[config.mk]
export PLATFORM = sky130hd
export DESIGN_NAME = touch_capture_seq
export DESIGN_NICKNAME = d
export VERILOG_FILES = /design/src/rtl/tcs_pkg.sv /design/src/rtl/tcs_sync.sv /design/src/rtl/tcs_debounce.sv /design/src/rtl/tcs_accum.sv /design/src/rtl/touch_capture_seq.sv
export SDC_FILE = /design/constraint.sdc
export NUM_CORES = 1
export LEC_CHECK = 0
export ABC_CLOCK_PERIOD_IN_PS = 2500
export BUFFER_PORTS_ARGS = -buffer_cell sky130_fd_sc_hd__buf_2
export CAP_MARGIN = 20
export CELL_PAD_IN_SITES_DETAIL_PLACEMENT = 1
export CELL_PAD_IN_SITES_GLOBAL_PLACEMENT = 2
export CORE_ASPECT_RATIO = 0.7
export CORE_MARGIN = 2
export CORE_UTILIZATION = 37
export DETAILED_ROUTE_END_ITERATION = 6
export PLACE_DENSITY_LB_ADDON = 0.1
export SETUP_SLACK_MARGIN = 0.05
export SYNTH_ARGS = -nofsm -noshare
export SYNTH_HDL_FRONTEND = slang
export SYNTH_SLANG_ARGS = --single-unit
[constraint.sdc]
create_clock -name clk -period 2.5 [get_ports clk]
set_input_delay 0.25 -clock clk [delete_from_list [all_inputs] [get_ports clk]]
set_output_delay 0.25 -clock clk [all_outputs]
set_load 0.01 [all_outputs]
[src/rtl/tcs_pkg.sv]
package tcs_pkg;
  localparam int unsigned SAMPLE_W = 12;
  // start=1, channel 001 / 101, differential, power-down between conversions
  localparam logic [7:0] CMD_X = 8'h90;
  localparam logic [7:0] CMD_Y = 8'hD0;

  typedef enum logic [1:0] {
    ST_IDLE = 2'd0,
    ST_REQ  = 2'd1,
    ST_WAIT = 2'd2
  } seq_state_e;
endpackage

[src/rtl/tcs_sync.sv]
module tcs_sync #(
  parameter int unsigned STAGES  = 2,
  parameter logic        RST_VAL = 1'b0
) (
  input  logic clk,
  input  logic rst_n,
  input  logic din,
  output logic dout
);
  logic [STAGES-1:0] chain_q;

  always_ff @(posedge clk or negedge rst_n) begin
    if (!rst_n) chain_q <= {STAGES{RST_VAL}};
    else        chain_q <= {chain_q[STAGES-2:0], din};
  end

  assign dout = chain_q[STAGES-1];
endmodule

[src/rtl/tcs_debounce.sv]
module tcs_debounce #(
  parameter int unsigned DEB_CYC = 50000
) (
  input  logic clk,
  input  logic rst_n,
  input  logic pen_down,
  output logic settled
);
  localparam int unsigned CW = $clog2(DEB_CYC + 1);
  localparam logic [CW-1:0] CNT_TOP = CW'(DEB_CYC);

  logic [CW-1:0] cnt_q, cnt_d;
  logic          cnt_en;

  always_comb begin
    cnt_en = 1'b1;
    cnt_d  = cnt_q;
    if (!pen_down)             cnt_d = '0;
    else if (cnt_q != CNT_TOP) cnt_d = cnt_q + 1'b1;
    else                       cnt_en = 1'b0;
  end

  always_ff @(posedge clk or negedge rst_n) begin
    if (!rst_n)      cnt_q <= '0;
    else if (cnt_en) cnt_q <= cnt_d;
  end

  assign settled = pen_down && (cnt_q == CNT_TOP);

  // settling always comes after the pen was already seen down
  p_settle_after_pen_r3: assert property (@(posedge clk) disable iff (!rst_n)
    $rose(settled) |-> $past(pen_down));
endmodule

[src/rtl/tcs_accum.sv]
module tcs_accum #(
  parameter int unsigned IN_W = 12,
  parameter int unsigned NAVG = 4
) (
  input  logic            clk,
  input  logic            rst_n,
  input  logic            clr,
  input  logic            add,
  input  logic [IN_W-1:0] din,
  output logic [IN_W-1:0] mean
);
  localparam int unsigned LOG2  = $clog2(NAVG);
  localparam int unsigned ACC_W = IN_W + LOG2;
  localparam int unsigned CW    = $clog2(NAVG + 1);

  logic [ACC_W-1:0] acc_q, acc_d, sum_w;
  logic             acc_en;

  assign sum_w = acc_q + ACC_W'(din);
  assign mean  = sum_w[ACC_W-1:LOG2];

  always_comb begin
    acc_en = clr || add;
    acc_d  = clr ? '0 : sum_w;
  end

  always_ff @(posedge clk or negedge rst_n) begin
    if (!rst_n)      acc_q <= '0;
    else if (acc_en) acc_q <= acc_d;
  end

  // checker-side count of additions since the last clear
  logic [CW-1:0] adds_q;
  always_ff @(posedge clk or negedge rst_n) begin
    if (!rst_n)   adds_q <= '0;
    else if (clr) adds_q <= '0;
    else if (add) adds_q <= adds_q + 1'b1;
  end

  // the accumulator never holds more than NAVG-1 samples, so acc+din fits
  p_no_overflow_r6: assert property (@(posedge clk) disable iff (!rst_n)
    (add && !clr) |-> (adds_q < CW'(NAVG - 1)));
endmodule

[src/rtl/touch_capture_seq.sv]
module touch_capture_seq
  import tcs_pkg::*;
#(
  parameter int unsigned DEBOUNCE_CYC = 50000,
  parameter int unsigned NAVG         = 4,
  parameter int unsigned SYNC_STAGES  = 2
) (
  input  logic                clk,
  input  logic                rst_n,
  input  logic                pen_irq_n,
  output logic                req_valid,
  output logic [7:0]          req_cmd,
  input  logic                rsp_valid,
  input  logic [SAMPLE_W-1:0] rsp_data,
  output logic                coord_valid,
  output logic [SAMPLE_W-1:0] coord_x,
  output logic [SAMPLE_W-1:0] coord_y
);
  localparam int unsigned CW = $clog2(NAVG + 1);
  localparam logic [CW-1:0] LAST_IDX = CW'(NAVG);

  logic rst_s, pen_s, pen_down, settled;

  tcs_sync #(.STAGES(SYNC_STAGES), .RST_VAL(1'b0)) u_rst_sync (
    .clk(clk), .rst_n(rst_n), .din(1'b1), .dout(rst_s));

  tcs_sync #(.STAGES(SYNC_STAGES), .RST_VAL(1'b1)) u_pen_sync (
    .clk(clk), .rst_n(rst_s), .din(pen_irq_n), .dout(pen_s));

  assign pen_down = !pen_s;

  tcs_debounce #(.DEB_CYC(DEBOUNCE_CYC)) u_deb (
    .clk(clk), .rst_n(rst_s), .pen_down(pen_down), .settled(settled));

  logic                acc_clr, acc_add;
  logic [SAMPLE_W-1:0] mean;

  tcs_accum #(.IN_W(SAMPLE_W), .NAVG(NAVG)) u_acc (
    .clk(clk), .rst_n(rst_s), .clr(acc_clr), .add(acc_add),
    .din(rsp_data), .mean(mean));

  seq_state_e          st_q, st_d;
  logic                axis_q, axis_d;     // 0 = X, 1 = Y
  logic [CW-1:0]       cnt_q, cnt_d;       // 0 = discard slot
  logic [SAMPLE_W-1:0] xh_q, xh_d;
  logic [SAMPLE_W-1:0] cx_q, cy_q;
  logic                out_en, xh_en, val_q;

  always_comb begin
    st_d    = st_q;
    axis_d  = axis_q;
    cnt_d   = cnt_q;
    xh_d    = xh_q;
    xh_en   = 1'b0;
    out_en  = 1'b0;
    acc_clr = 1'b0;
    acc_add = 1'b0;
    unique case (st_q)
      ST_IDLE: begin
        acc_clr = 1'b1;
        if (settled) begin
          st_d   = ST_REQ;
          axis_d = 1'b0;
          cnt_d  = '0;
        end
      end
      ST_REQ: st_d = pen_down ? ST_WAIT : ST_IDLE;
      ST_WAIT: begin
        if (!pen_down) begin
          st_d = ST_IDLE;
        end else if (rsp_valid) begin
          st_d = ST_REQ;
          if (cnt_q == '0) begin
            cnt_d = 1'b1;
          end else if (cnt_q == LAST_IDX) begin
            acc_clr = 1'b1;
            cnt_d   = '0;
            if (!axis_q) begin
              xh_d   = mean;
              xh_en  = 1'b1;
              axis_d = 1'b1;
            end else begin
              out_en = 1'b1;
              st_d   = ST_IDLE;
            end
          end else begin
            acc_add = 1'b1;
            cnt_d   = cnt_q + 1'b1;
          end
        end
      end
      default: st_d = ST_IDLE;
    endcase
  end

  always_ff @(posedge clk or negedge rst_s) begin
    if (!rst_s) begin
      st_q   <= ST_IDLE;
      axis_q <= 1'b0;
      cnt_q  <= '0;
    end else begin
      st_q   <= st_d;
      axis_q <= axis_d;
      cnt_q  <= cnt_d;
    end
  end

  always_ff @(posedge clk or negedge rst_s) begin
    if (!rst_s) begin
      xh_q  <= '0;
      cx_q  <= '0;
      cy_q  <= '0;
      val_q <= 1'b0;
    end else begin
      val_q <= out_en;
      if (xh_en)  xh_q <= xh_d;
      if (out_en) begin
        cx_q <= xh_q;
        cy_q <= mean;
      end
    end
  end

  assign req_valid   = (st_q == ST_REQ);
  assign req_cmd     = axis_q ? CMD_Y : CMD_X;
  assign coord_valid = val_q;
  assign coord_x     = cx_q;
  assign coord_y     = cy_q;

  // a request is only raised when the pen was down the cycle before
  p_req_pen_r2: assert property (@(posedge clk) disable iff (!rst_s)
    req_valid |-> $past(pen_down));
  // requests are single-cycle pulses
  p_req_pulse_r11: assert property (@(posedge clk) disable iff (!rst_s)
    req_valid |=> !req_valid);
  // only the two axis control bytes ever go out
  p_cmd_legal_r4: assert property (@(posedge clk) disable iff (!rst_s)
    req_valid |-> (req_cmd == CMD_X || req_cmd == CMD_Y));
  // valid is a pulse and coordinates move only with it
  p_valid_pulse_r7: assert property (@(posedge clk) disable iff (!rst_s)
    coord_valid |=> !coord_valid);
  p_coord_hold_r7: assert property (@(posedge clk) disable iff (!rst_s)
    !($stable(coord_x) && $stable(coord_y)) |-> coord_valid);
  // a released pen never leads to a reported coordinate
  p_abort_r8: assert property (@(posedge clk) disable iff (!rst_s)
    !pen_down |=> !coord_valid);
endmodule

==> metrics.txt, run 1 <==
# TYPE chip_impl_metric gauge
chip_impl_metric{name="drive_gt1_share",unit="%"} 19.7
chip_impl_metric{name="postSynthAreaPerCell",unit="um2"} 9.77
chip_impl_metric{name="detailed_place_hpwl",unit="um"} 6730
chip_impl_metric{name="cp.depth",unit=""} 9
chip_impl_metric{name="drt-vias-per-instance",unit=""} 5.08
chip_impl_metric{name="final-hold-violation-count",unit=""} 0
chip_impl_metric{name="numClockSinks",unit=""} 77
chip_impl_metric{name="initial_antenna_violation_count",unit=""} 0
chip_impl_metric{name="cap_violations",unit=""} 0
chip_impl_metric{name="die_w",unit="um"} 127
chip_impl_metric{name="buffer_ports.inserted",unit=""} 42
chip_impl_metric{name="ys_seq_elements",unit=""} 77
chip_impl_metric{name="placement_rows",unit=""} 31
chip_impl_info{name="timing.critical_path.to",value="xh_q[10]$_DFFE_PN0P_"} 1
chip_impl_metric{name="slew_viol_final",unit=""} 0
chip_impl_info{name="worst_r2r_endpoint",value="xh_q[10]$_DFFE_PN0P_"} 1
chip_impl_metric{name="finalWorstPathRequiredPeriod",unit="ns"} 2.26
chip_impl_metric{name="post-place-cells",unit=""} 571
chip_impl_metric{name="route.detailed.wl_per_inst",unit="um"} 15.6
chip_impl_metric{name="max_slew_margin",unit="%"} 63.8
chip_impl_metric{name="first_global_vias",unit=""} 2979
chip_impl_metric{name="grt.total_usage",unit="%"} 17.2
chip_impl_metric{name="die_y",unit="um"} 90.3
chip_impl_metric{name="post_cts_buffers",unit=""} 0
chip_impl_metric{name="clock-skew-final",unit="ns"} 0.00827
chip_impl_metric{name="stdcell_area",unit="um2"} 4580
chip_impl_metric{name="detailed_place.area",unit="um2"} 4290
chip_impl_metric{name="grt_start_max_net_pins",unit=""} 42
chip_impl_metric{name="design.die.area",unit="um2"} 11500
chip_impl_metric{name="hold_ws",unit="ns"} 0.224
chip_impl_metric{name="fin_setup_tns",unit="ns"} 0
chip_impl_metric{name="synthArstFlopShare",unit="%"} 100
chip_impl_metric{name="p_total",unit="mW"} 2.64
chip_impl_metric{name="power.static_leakage",unit="nW"} 2.31
chip_impl_info{name="critical_path_sink_type",value="register"} 1
chip_impl_info{name="cts_root_buf",value="sky130_fd_sc_hd__clkbuf_16"} 1
chip_impl_metric{name="coreArea",unit="um2"} 10400
chip_impl_metric{name="peakVddDrop",unit="mV"} 0.284
chip_impl_metric{name="critPathMaxFanout",unit=""} 4
chip_impl_metric{name="place_ws",unit="ns"} 0.193
chip_impl_metric{name="routed_wl",unit="um"} 9210
chip_impl_info{name="timing.setup.critical_path_class",value="register to register"} 1
chip_impl_metric{name="synth-edff-count",unit=""} 0
chip_impl_metric{name="fin_crit_sh",unit="%"} 90.6
chip_impl_metric{name="drt_drc_violations_left",unit=""} 0
chip_impl_metric{name="synth.cell_area",unit="um2"} 3940
chip_impl_metric{name="first_iter_violations",unit=""} 114
chip_impl_metric{name="cts_inserted_buffers",unit=""} 9
chip_impl_metric{name="htree_levels",unit=""} 3
chip_impl_metric{name="setup_ws",unit="ns"} 0.235
chip_impl_metric{name="data_arrival_time_of_the_critical_path",unit="ns"} 2.48
chip_impl_metric{name="worstRegToRegCells",unit=""} 9
chip_impl_info{name="holdCritStartpoint",value="rsp_valid"} 1
chip_impl_info{name="worstReg2RegStart",value="u_acc.acc_q[0]$_DFFE_PN0P_"} 1
chip_impl_info{name="postSynth.topFlopCell",value="sky130_fd_sc_hd__dfrtp_1"} 1
chip_impl_metric{name="start_util",unit="%"} 38.0
chip_impl_metric{name="area_added_between_synthesis_and_finish",unit="%"} 16.4
chip_impl_info{name="cpMaxStageDelayCell",value="sky130_fd_sc_hd__dfrtp_1"} 1
chip_impl_metric{name="final_core_utilization",unit="%"} 44.3
chip_impl_info{name="cts_tree",value="yes"} 1
chip_impl_metric{name="setup_violations",unit=""} 0
chip_impl_metric{name="global_route_wire_length_before_repair",unit="um"} 15500
chip_impl_metric{name="layout.nets",unit=""} 486
chip_impl_metric{name="cp.required",unit="ns"} 2.71
chip_impl_metric{name="grt-ovfl-total",unit=""} 0
chip_impl_info{name="outcome",value="completed"} 1
chip_impl_metric{name="insertedDiodeCount",unit=""} 0
chip_impl_info{name="timing.critical_path.cells",value="ha_1 -> inv_1 -> fa_1 -> nor2b_1 -> o31a_1 -> nor4_1 -> o21ai_1 -> xor2_1 -> mux2_2"} 1
chip_impl_metric{name="clock_transition_at_path_regs",unit="ns"} 0.06
chip_impl_metric{name="ioPinCount",unit=""} 50
chip_impl_metric{name="max_clock_freq",unit="MHz"} 442
chip_impl_metric{name="layoutNonFillerInstCount",unit=""} 589
chip_impl_metric{name="syn-instance-count",unit=""} 403
chip_impl_info{name="worst_setup_path_startpoint",value="u_acc.acc_q[0]$_DFFE_PN0P_"} 1
chip_impl_metric{name="ys_warn_count",unit=""} 0
chip_impl_info{name="critical_path.top_delay_family",value="compound AO/OA/AOI/OAI gates"} 1
chip_impl_metric{name="worst_pin_slew",unit="ns"} 0.539
chip_impl_info{name="hp-class",value="input pin to register"} 1
chip_impl_metric{name="number_of_nets_with_antenna_violations_after_routing",unit=""} 0
chip_impl_metric{name="drt_pre_antenna_iters",unit=""} 5
chip_impl_metric{name="synthDistinctLibCells",unit=""} 58
chip_impl_metric{name="critical_path.n_buffers_inverters",unit=""} 1
chip_impl_metric{name="ctsLongestPathBuffers",unit=""} 2
chip_impl_metric{name="vias",unit=""} 2993
chip_impl_metric{name="slowest_delay",unit="ns"} 0.37
chip_impl_metric{name="clk-insertion-delay-late",unit="ns"} 0.33
chip_impl_metric{name="worst-r2r-setup-slack",unit="ns"} 0.24
chip_impl_metric{name="ys_seq_area_share",unit="%"} 49.0
chip_impl_metric{name="p_per_area",unit="nW/um2"} 577
chip_impl_info{name="grt_setup_unrepaired",value="no"} 1
chip_impl_metric{name="gp_routability_congestion",unit=""} 0.845
chip_impl_info{name="timing.critical_path.from_type",value="register"} 1
==> layout make-up <==
class                           count  area [um2]
Fill cell                        1208        5770
Sequential cell                    77        1930
Multi-Input combinational cell    303        1880
Timing Repair Buffer               51         295
Clock buffer                       12         246
Tap cell                          132         165
Inverter                           10        37.5
Clock inverter                      4        23.8
==> worst register-to-register path: stages (launching register included) <==
cell and delay [ns]:
sky130_fd_sc_hd__dfrtp_1 0.37, sky130_fd_sc_hd__ha_1 0.19, sky130_fd_sc_hd__inv_1 0.07, sky130_fd_sc_hd__fa_1 0.20, sky130_fd_sc_hd__nor2b_1 0.06, sky130_fd_sc_hd__o31a_1 0.29, sky130_fd_sc_hd__nor4_1 0.33, sky130_fd_sc_hd__o21ai_1 0.17
sky130_fd_sc_hd__xor2_1 0.18, sky130_fd_sc_hd__mux2_2 0.28
==> registers in the layout, indices dropped and copies added (netlist names) <==
register / count
u_deb.cnt_q: 16
u_acc.acc_q: 14
coord_x: 12
coord_y: 12
xh_q: 12
cnt_q: 3
st_q: 2
u_pen_sync.chain_q: 2
u_rst_sync.chain_q: 2
axis_q: 1
coord_valid: 1
==> worst min path at each step <==
stage	slack, ns	to	cells past startpoint
2_1_floorplan	-0.05	u_rst_sync.chain_q[0]$_DFF_PN0_	0
3_3_place_gp	0.04	u_rst_sync.chain_q[0]$_DFF_PN0_	1
3_5_place_dp	0.04	u_rst_sync.chain_q[1]$_DFF_PN0_	1
4_1_cts	0.22	u_rst_sync.chain_q[1]$_DFF_PN0_	2
5_1_grt	0.24	u_rst_sync.chain_q[1]$_DFF_PN0_	2
6_report	0.22	st_q[1]$_DFFE_PN0P_	4
==> what timing repair did <==
action	4_1_cts	5_1_grt
hold buffers	2	0
endpoints found under the hold margin	3	0
gates resized for setup	0	1
endpoints found under the setup margin	0	1
==> routing by layer <==
layer | share of wire [%] | track usage (%)
met5 | 0 | 0
met4 | 0.98 | 4.12
met3 | 3.2 | 3.97
met2 | 41 | 23.7
met1 | 55 | 26.9
==> layout by cell type, fill, tap and decap left out, types with 3 or more instances in the layout <==
cell                        count
sky130_fd_sc_hd__dfrtp_1       74
sky130_fd_sc_hd__nand3_1        9
sky130_fd_sc_hd__inv_1          9
sky130_fd_sc_hd__ha_1          17
sky130_fd_sc_hd__clkbuf_16      9
sky130_fd_sc_hd__nor2_1        31
sky130_fd_sc_hd__nor3_1         8
sky130_fd_sc_hd__o21ai_0        3
sky130_fd_sc_hd__buf_4          6
sky130_fd_sc_hd__xor2_1        15
sky130_fd_sc_hd__o21ai_1       14
sky130_fd_sc_hd__buf_2         42
sky130_fd_sc_hd__clkinv_2       3
sky130_fd_sc_hd__a22o_1         7
sky130_fd_sc_hd__a32o_1         3
sky130_fd_sc_hd__nand2_1       88
sky130_fd_sc_hd__conb_1         8
sky130_fd_sc_hd__xnor2_1        7
sky130_fd_sc_hd__and2_1         3
sky130_fd_sc_hd__mux2_2         7
sky130_fd_sc_hd__nand2b_1       4
sky130_fd_sc_hd__nor2b_1        7
sky130_fd_sc_hd__a21o_1         7
sky130_fd_sc_hd__a21oi_1       17
sky130_fd_sc_hd__nand4_1        4
==> kinds of logic (layout without fill, tap and decap cells) <==
| family | Yosys count | in the layout | synth area share [%] |
|---|---|---|---|
| AOI/OAI and AO/OA | 72 | 72 | 12.4 |
| xor gates and xnor gates | 22 | 22 | 4.89 |
| adders and majority gates | 18 | 18 | 5.91 |
| buffers and inverters | 29 | 77 | 3.88 |
| DFF | 77 | 77 | 49.0 |
| muxes | 9 | 9 | 2.51 |
| other | 2 | 8 | 0.191 |
| and+or+nand+nor | 174 | 174 | 21.2 |
==> where the power goes <==
group          switching, mW  leakage, nW  internal [mW]
logic                 0.0910         1.13         0.0559
registers             0.0295         1.04           1.27
clock network          0.496        0.136          0.696
total                  0.616         2.31           2.03
==> synth_stat cells, types with 3 or more instances <==
| cell | count | area [um2] |
|---|---|---|
| sky130_fd_sc_hd__a21oi_1 | 17 | 85.1 |
| sky130_fd_sc_hd__nor2_1 | 31 | 116 |
| sky130_fd_sc_hd__buf_4 | 11 | 82.6 |
| sky130_fd_sc_hd__xnor2_1 | 7 | 61.3 |
| sky130_fd_sc_hd__nand4_1 | 4 | 25.0 |
| sky130_fd_sc_hd__a32o_1 | 3 | 30.0 |
| sky130_fd_sc_hd__ha_1 | 17 | 213 |
| sky130_fd_sc_hd__a22o_1 | 7 | 61.3 |
| sky130_fd_sc_hd__o21ai_0 | 3 | 15.0 |
| sky130_fd_sc_hd__inv_1 | 9 | 33.8 |
| sky130_fd_sc_hd__dfrtp_1 | 75 | 1880 |
| sky130_fd_sc_hd__and2_1 | 3 | 18.8 |
| sky130_fd_sc_hd__nand2b_1 | 4 | 25.0 |
| sky130_fd_sc_hd__a21o_1 | 7 | 52.6 |
| sky130_fd_sc_hd__clkbuf_1 | 6 | 22.5 |
| sky130_fd_sc_hd__nand2_1 | 88 | 330 |
| sky130_fd_sc_hd__o21ai_1 | 15 | 75.1 |
| sky130_fd_sc_hd__xor2_1 | 15 | 131 |
| sky130_fd_sc_hd__nor2b_1 | 7 | 43.8 |
| sky130_fd_sc_hd__nand3_1 | 9 | 45.0 |
| sky130_fd_sc_hd__nor3_1 | 8 | 40.0 |
| sky130_fd_sc_hd__mux2_2 | 7 | 78.8 |
Power figures use the tool's default switching activity.
==> inputs of run 2 (changes only) <==
==> constraint.sdc (replaced) <==
create_clock -name clk -period 2.5 [get_ports clk]
set_input_delay 0.375 -clock clk [delete_from_list [all_inputs] [get_ports clk]]
set_output_delay 0.375 -clock clk [all_outputs]
set_load 0.01 [all_outputs]
==> metrics.txt, run 2 (same netlist as run 1, synthesis figures left out) <==
# TYPE chip_impl_metric gauge
chip_impl_metric{name="drt_drc_violations_left",unit=""} 0
chip_impl_metric{name="power.static_leakage",unit="nW"} 2.33
chip_impl_metric{name="grt.total_usage",unit="%"} 18.2
chip_impl_info{name="holdPathEnd",value="u_pen_sync.chain_q[0]$_DFF_PN1_"} 1
chip_impl_metric{name="fin_crit_sh",unit="%"} 91.6
chip_impl_metric{name="gp_routability_congestion",unit=""} 0.818
chip_impl_info{name="holdCritStartpoint",value="pen_irq_n"} 1
chip_impl_metric{name="drt_pre_antenna_iters",unit=""} 4
chip_impl_metric{name="routed_wl",unit="um"} 9620
chip_impl_metric{name="die_w",unit="um"} 127
chip_impl_metric{name="cp.required",unit="ns"} 2.72
chip_impl_metric{name="max_ffs_per_register",unit=""} 16
chip_impl_info{name="timing.critical_path.from_type",value="register"} 1
chip_impl_metric{name="max_clock_freq",unit="MHz"} 437
chip_impl_metric{name="area_added_between_synthesis_and_finish",unit="%"} 17.7
chip_impl_metric{name="critPathMaxFanout",unit=""} 4
chip_impl_metric{name="first_global_vias",unit=""} 3094
chip_impl_info{name="layout_common_cells",value="88 x sky130_fd_sc_hd__nand2_1, 74 x sky130_fd_sc_hd__dfrtp_1, 42 x sky130_fd_sc_hd__buf_2"} 1
chip_impl_metric{name="layout.nets",unit=""} 487
chip_impl_metric{name="ctsLongestPathBuffers",unit=""} 2
chip_impl_metric{name="first_iter_violations",unit=""} 155
chip_impl_metric{name="clock_transition_at_path_regs",unit="ns"} 0.06
chip_impl_info{name="largestRegisters",value="u_deb.cnt_q (16), u_acc.acc_q (14)"} 1
chip_impl_metric{name="worstRegToRegCells",unit=""} 9
chip_impl_metric{name="detailed_place_hpwl",unit="um"} 6800
chip_impl_metric{name="route.detailed.wl_per_inst",unit="um"} 16.3
chip_impl_metric{name="finalWorstPathRequiredPeriod",unit="ns"} 2.29
chip_impl_info{name="grt_setup_unrepaired",value="no"} 1
chip_impl_metric{name="slowest_delay",unit="ns"} 0.38
chip_impl_info{name="cts_tree",value="yes"} 1
chip_impl_metric{name="insertedDiodeCount",unit=""} 0
chip_impl_info{name="worstReg2RegStart",value="u_acc.acc_q[0]$_DFFE_PN0P_"} 1
chip_impl_metric{name="grt_start_max_net_pins",unit=""} 44
chip_impl_metric{name="global_route_wire_length_before_repair",unit="um"} 16200
chip_impl_metric{name="worst_pin_slew",unit="ns"} 0.570
chip_impl_metric{name="ioPinCount",unit=""} 50
chip_impl_metric{name="setup_violations",unit=""} 0
chip_impl_metric{name="buffer_ports.inserted",unit=""} 42
chip_impl_metric{name="grt-ovfl-total",unit=""} 0
chip_impl_metric{name="die_y",unit="um"} 90.3
chip_impl_metric{name="htree_levels",unit=""} 3
chip_impl_metric{name="coreArea",unit="um2"} 10400
chip_impl_metric{name="drt-vias-per-instance",unit=""} 5.11
chip_impl_metric{name="cts_inserted_buffers",unit=""} 9
chip_impl_metric{name="vias",unit=""} 3017
chip_impl_metric{name="clk-insertion-delay-late",unit="ns"} 0.34
chip_impl_metric{name="design.die.area",unit="um2"} 11500
chip_impl_info{name="hp-class",value="input pin to register"} 1
chip_impl_metric{name="max_slew_margin",unit="%"} 61.7
chip_impl_metric{name="drive_gt1_share",unit="%"} 20.3
chip_impl_metric{name="slew_viol_final",unit=""} 0
chip_impl_metric{name="worst-r2r-setup-slack",unit="ns"} 0.21
chip_impl_info{name="largest-register",value="u_deb.cnt_q"} 1
chip_impl_info{name="most_common_library_cell_in_the_layout_ignoring_fill_and_taps",value="sky130_fd_sc_hd__nand2_1"} 1
chip_impl_metric{name="final.fill_count",unit=""} 1199
chip_impl_metric{name="hold_path_depth",unit=""} 1
chip_impl_metric{name="numClockSinks",unit=""} 77
chip_impl_info{name="cts_root_buf",value="sky130_fd_sc_hd__clkbuf_16"} 1
chip_impl_info{name="critical_path.top_delay_family",value="compound AO/OA/AOI/OAI gates"} 1
chip_impl_metric{name="clock-skew-final",unit="ns"} 0.00539
chip_impl_metric{name="final-hold-violation-count",unit=""} 0
chip_impl_metric{name="fin_setup_tns",unit="ns"} 0
chip_impl_metric{name="data_arrival_time_of_the_critical_path",unit="ns"} 2.51
chip_impl_metric{name="cap_violations",unit=""} 0
chip_impl_info{name="worst_r2r_endpoint",value="xh_q[10]$_DFFE_PN0P_"} 1
chip_impl_info{name="cpMaxStageDelayCell",value="sky130_fd_sc_hd__dfrtp_1"} 1
chip_impl_info{name="outcome",value="completed"} 1
chip_impl_metric{name="post_cts_buffers",unit=""} 0
chip_impl_metric{name="p_total",unit="mW"} 2.86
chip_impl_metric{name="number_of_nets_with_antenna_violations_after_routing",unit=""} 0
chip_impl_metric{name="critical_path.n_buffers_inverters",unit=""} 1
chip_impl_info{name="critical_path_sink_type",value="register"} 1
chip_impl_metric{name="initial_antenna_violation_count",unit=""} 0
chip_impl_metric{name="p_per_area",unit="nW/um2"} 618
chip_impl_info{name="timing.critical_path.cells",value="ha_1 -> inv_1 -> fa_1 -> nor2b_2 -> o31a_1 -> nor4_1 -> o21ai_1 -> xor2_1 -> mux2_2"} 1
chip_impl_metric{name="peakVddDrop",unit="mV"} 0.287
chip_impl_metric{name="start_util",unit="%"} 38.0
chip_impl_metric{name="placement_rows",unit=""} 31
chip_impl_info{name="timing.setup.critical_path_class",value="register to register"} 1
run 2: cell count changes in the layout (fill, tap and decap cells not counted), moves of 2 or more:
cell,change
sky130_fd_sc_hd__buf_4,+2
sky130_fd_sc_hd__clkinvlp_4,+3
sky130_fd_sc_hd__bufinv_16,+2
sky130_fd_sc_hd__clkinv_2,-2
run 2: how the worst max path moves through the flow:
stage	startpoint	end	slack, ns	depth (start not counted)
floorplan	u_rst_sync.chain_q[1]$_DFF_PN0_	axis_q$_DFFE_PN0P_	0.20	0
global placement	rsp_data[0]	coord_y[10]$_DFFE_PN0P_	0.16	10
detailed placement	rsp_data[0]	xh_q[10]$_DFFE_PN0P_	0.12	10
CTS	u_acc.acc_q[0]$_DFFE_PN0P_	xh_q[10]$_DFFE_PN0P_	0.22	9
global route	u_acc.acc_q[0]$_DFFE_PN0P_	xh_q[10]$_DFFE_PN0P_	0.09	9
finish	u_acc.acc_q[0]$_DFFE_PN0P_	xh_q[10]$_DFFE_PN0P_	0.21	9
run 2: final cells by class:
| type | count | area (um2) | area share, % |
|---|---|---|---|
| clock inverters | 6 | 87.6 | 1.89 |
| clock buffers | 10 | 229 | 4.94 |
| repair buffers | 52 | 300 | 6.48 |
| flip-flops and latches | 77 | 1930 | 41.7 |
| well taps | 132 | 165 | 3.56 |
| inverters | 10 | 37.5 | 0.810 |
| multi-input cells | 303 | 1880 | 40.6 |
run 2: stage by stage:
stage / utilization, % / std cells / instance area, um2 / hold slack (ns) / setup WS, ns
2_1_floorplan: - / 409 / 3960 / 0.0794 / 0.200
3_3_place_gp: 41.6 / 573 / 4300 / 0.162 / 0.161
6_report: 44.7 / 590 / 4630 / 0.131 / 0.211
4_1_cts: 44.7 / 590 / 4630 / 0.121 / 0.218
3_5_place_dp: 41.6 / 573 / 4300 / 0.163 / 0.123
5_1_grt: 44.7 / 590 / 4630 / 0.117 / 0.0903
run 2: report_power, final:
part           internal (mW)  switching, mW  total, mW
Clock                  0.873          0.537       1.41
Sequential              1.27         0.0297       1.30
Combinational         0.0559         0.0926      0.149
run 2: metal layers:
layer / track usage (%) / up-vias / wire length (um)
met5: 0 / - / 0
met4: 2.84 / 0 / 44
met3: 5.75 / 4 / 346
met2: 27.0 / 51 / 4180
met1: 26.6 / 1501 / 5050
li1: - / 1461 / -
run 2: repair_timing:
item,4_1_cts,5_1_grt
hold endpoints to repair,2,0
hold buffers,1,0
gates resized for setup,0,1
endpoints found under the setup margin,0,2
==> inputs of run 3 (changes only) <==
--- a/config.mk
+++ b/config.mk
@@ -10,7 +10,7 @@
 export CAP_MARGIN = 20
 export CELL_PAD_IN_SITES_DETAIL_PLACEMENT = 1
 export CELL_PAD_IN_SITES_GLOBAL_PLACEMENT = 2
-export CORE_ASPECT_RATIO = 0.7
+export CORE_ASPECT_RATIO = 1.1
 export CORE_MARGIN = 2
 export CORE_UTILIZATION = 37
 export DETAILED_ROUTE_END_ITERATION = 6
==> metrics.txt, run 3 (same netlist as run 1, synthesis figures left out) <==
# TYPE chip_impl_metric gauge
chip_impl_info{name="largestRegisters",value="u_deb.cnt_q (16), u_acc.acc_q (14)"} 1
chip_impl_metric{name="finalWorstPathRequiredPeriod",unit="ns"} 2.26
chip_impl_metric{name="comb_power_share",unit="%"} 5.0
chip_impl_info{name="timing.setup.critical_path_class",value="register to register"} 1
chip_impl_metric{name="hold_ws",unit="ns"} 0.137
chip_impl_info{name="cts_tree",value="yes"} 1
chip_impl_metric{name="max_ffs_per_register",unit=""} 16
chip_impl_info{name="hp-class",value="input pin to register"} 1
chip_impl_metric{name="numClockSinks",unit=""} 77
chip_impl_metric{name="fin_crit_sh",unit="%"} 90.4
chip_impl_metric{name="p_int",unit="mW"} 2.17
chip_impl_info{name="most_common_library_cell_in_the_layout_ignoring_fill_and_taps",value="sky130_fd_sc_hd__nand2_1"} 1
chip_impl_metric{name="cap_violations",unit=""} 0
chip_impl_metric{name="clock-skew-final",unit="ns"} 0.00681
chip_impl_metric{name="start_util",unit="%"} 37.9
chip_impl_metric{name="grt_start_max_net_pins",unit=""} 47
chip_impl_metric{name="setup_violations",unit=""} 0
chip_impl_metric{name="clk-insertion-delay-late",unit="ns"} 0.34
chip_impl_metric{name="worst_pin_slew",unit="ns"} 0.644
chip_impl_info{name="critical_path.top_delay_family",value="compound AO/OA/AOI/OAI gates"} 1
chip_impl_metric{name="max_clock_freq",unit="MHz"} 442
chip_impl_metric{name="ioPinCount",unit=""} 50
chip_impl_metric{name="die_w",unit="um"} 102
chip_impl_metric{name="global_route_wire_length_before_repair",unit="um"} 16200
chip_impl_metric{name="area_added_between_synthesis_and_finish",unit="%"} 18.2
chip_impl_metric{name="route.detailed.wl_per_inst",unit="um"} 15.8
chip_impl_metric{name="net-switching-power",unit="mW"} 0.661
chip_impl_metric{name="detailed_place_hpwl",unit="um"} 6830
chip_impl_metric{name="final.fill_count",unit=""} 1217
chip_impl_metric{name="gp_routability_congestion",unit=""} 0.779
chip_impl_metric{name="clock_transition_at_path_regs",unit="ns"} 0.06
chip_impl_metric{name="slew_viol_final",unit=""} 0
chip_impl_info{name="critical_path_sink_type",value="register"} 1
chip_impl_metric{name="ctsLongestPathBuffers",unit=""} 2
chip_impl_metric{name="power.sequential.fraction",unit="%"} 46.2
chip_impl_info{name="cts_root_buf",value="sky130_fd_sc_hd__clkbuf_16"} 1
chip_impl_metric{name="die_y",unit="um"} 112
chip_impl_metric{name="buffer_ports.inserted",unit=""} 42
chip_impl_metric{name="cts_inserted_buffers",unit=""} 9
chip_impl_metric{name="grt.met3_usage",unit="%"} 3.92
chip_impl_metric{name="grt.total_usage",unit="%"} 18.3
chip_impl_metric{name="drive_gt1_share",unit="%"} 20.5
chip_impl_metric{name="layout.nets",unit=""} 487
chip_impl_metric{name="max_slew_margin",unit="%"} 57.1
chip_impl_metric{name="final-hold-violation-count",unit=""} 0
chip_impl_metric{name="coreArea",unit="um2"} 10400
chip_impl_metric{name="drt-vias-per-instance",unit=""} 4.98
chip_impl_metric{name="critPathMaxFanout",unit=""} 4
chip_impl_metric{name="critical_path.n_buffers_inverters",unit=""} 1
chip_impl_metric{name="power.static_leakage",unit="nW"} 2.34
chip_impl_metric{name="cp.required",unit="ns"} 2.72
chip_impl_metric{name="placement_rows",unit=""} 39
chip_impl_metric{name="number_of_nets_with_antenna_violations_after_routing",unit=""} 0
chip_impl_metric{name="first_iter_violations",unit=""} 88
chip_impl_metric{name="vias",unit=""} 2993
chip_impl_metric{name="insertedDiodeCount",unit=""} 0
chip_impl_info{name="globalRoute.busiestLayer",value="met2"} 1
chip_impl_info{name="timing.critical_path.cells",value="ha_1 -> inv_1 -> fa_1 -> nor2b_1 -> o31a_1 -> nor4_2 -> o21ai_1 -> xor2_1 -> mux2_2"} 1
chip_impl_metric{name="slowest_delay",unit="ns"} 0.39
chip_impl_metric{name="drt_drc_violations_left",unit=""} 0
chip_impl_info{name="outcome",value="completed"} 1
chip_impl_metric{name="met1_usage",unit="%"} 23.1
chip_impl_metric{name="groute.layer.met2.usage",unit="%"} 30.6
chip_impl_metric{name="design.die.area",unit="um2"} 11500
chip_impl_metric{name="p_sw_share",unit="%"} 23.4
chip_impl_metric{name="drt_pre_antenna_iters",unit=""} 4
chip_impl_metric{name="peakVddDrop",unit="mV"} 0.254
chip_impl_info{name="cpMaxStageDelayCell",value="sky130_fd_sc_hd__dfrtp_1"} 1
chip_impl_metric{name="htree_levels",unit=""} 3
chip_impl_info{name="grt_setup_unrepaired",value="no"} 1
chip_impl_metric{name="clkPwrFrac",unit="%"} 48.8
chip_impl_metric{name="first_global_vias",unit=""} 3204
chip_impl_info{name="timing.critical_path.from_type",value="register"} 1
chip_impl_metric{name="routed_wl",unit="um"} 9510
chip_impl_metric{name="grt-ovfl-total",unit=""} 0
chip_impl_metric{name="fin_setup_tns",unit="ns"} 0
chip_impl_info{name="layout_common_cells",value="88 x sky130_fd_sc_hd__nand2_1, 74 x sky130_fd_sc_hd__dfrtp_1, 42 x sky130_fd_sc_hd__buf_2"} 1
chip_impl_metric{name="initial_antenna_violation_count",unit=""} 0
chip_impl_info{name="largest-register",value="u_deb.cnt_q"} 1
chip_impl_metric{name="p_per_area",unit="nW/um2"} 608
chip_impl_metric{name="data_arrival_time_of_the_critical_path",unit="ns"} 2.48
run 3: what timing repair did:
item | in CTS | in global routing
endpoints found under the setup margin | 0 | 2
hold buffers | 1 | 0
hold endpoints to repair | 2 | 0
gates resized for setup | 0 | 1
setup buffers | 0 | 0
run 3: cell type report:
cell class              count  area (um2)  area share (%)
flip-flops and latches     77        1930            41.5
clock buffers              11         253            5.43
repair buffers             52         300            6.45
clock inverters             5        67.6            1.45
inverters                  10        37.5           0.806
well taps                 143         179            3.84
multi-input cells         303        1880            40.5
run 3: per-layer routing:
metal  share of wire, %  vias to the layer above
met2                 51                       44
met1                 44                     1471
li1                   -                     1466
met3                3.0                       12
met4                1.8                        0
met5                  0                        -
run 3: per-stage QoR:
step           cells  area, um2  power [mW]  util [%]  worst slack (ns)
2_1_floorplan    409       3960        1.43         -             0.200
3_3_place_gp     584       4320        1.47      41.5             0.132
3_5_place_dp     584       4320        1.48      41.5            0.0806
4_1_cts          601       4650        2.88      44.7             0.167
5_1_grt          601       4650        2.95      44.8             0.105
6_report         601       4650        2.83      44.8             0.239
run 3: worst reg2reg max path, delay by kind of cell, from the launching register on:
family,cells,cell delay [ns]
fa+ha+maj,2,0.41
flops,1,0.39
buf+inv,1,0.07
mux,1,0.28
simple gates,2,0.36
xor+xnor,1,0.18
compound gates,2,0.46
run 3: power groups by stage:
stage	registers, mW	clock network [mW]	logic [mW]
finish	1.31	1.38	0.143
global route	1.31	1.48	0.164
CTS	1.31	1.42	0.147
detailed placement	1.33	0	0.145
global placement	1.33	0	0.140
floorplan	1.33	0	0.0996
run 3: worst paths after layout:
kind / start / to / slack [ns] / cells past startpoint
setup reg to reg: u_acc.acc_q[0]$_DFFE_PN0P_ / coord_y[10]$_DFFE_PN0P_ / 0.24 / 9
max in group asynchronous: u_rst_sync.chain_q[1]$_DFF_PN0_ / coord_y[1]$_DFFE_PN0P_ / 1.56 / 1
min in group asynchronous: rst_n / u_rst_sync.chain_q[1]$_DFF_PN0_ / 0.35 / 2
hold reg to reg: u_rst_sync.chain_q[1]$_DFF_PN0_ / coord_x[9]$_DFFE_PN0P_ / 0.36 / 0
hold / removal: pen_irq_n / u_pen_sync.chain_q[0]$_DFF_PN1_ / 0.14 / 1
setup / recovery: u_acc.acc_q[0]$_DFFE_PN0P_ / coord_y[10]$_DFFE_PN0P_ / 0.24 / 9
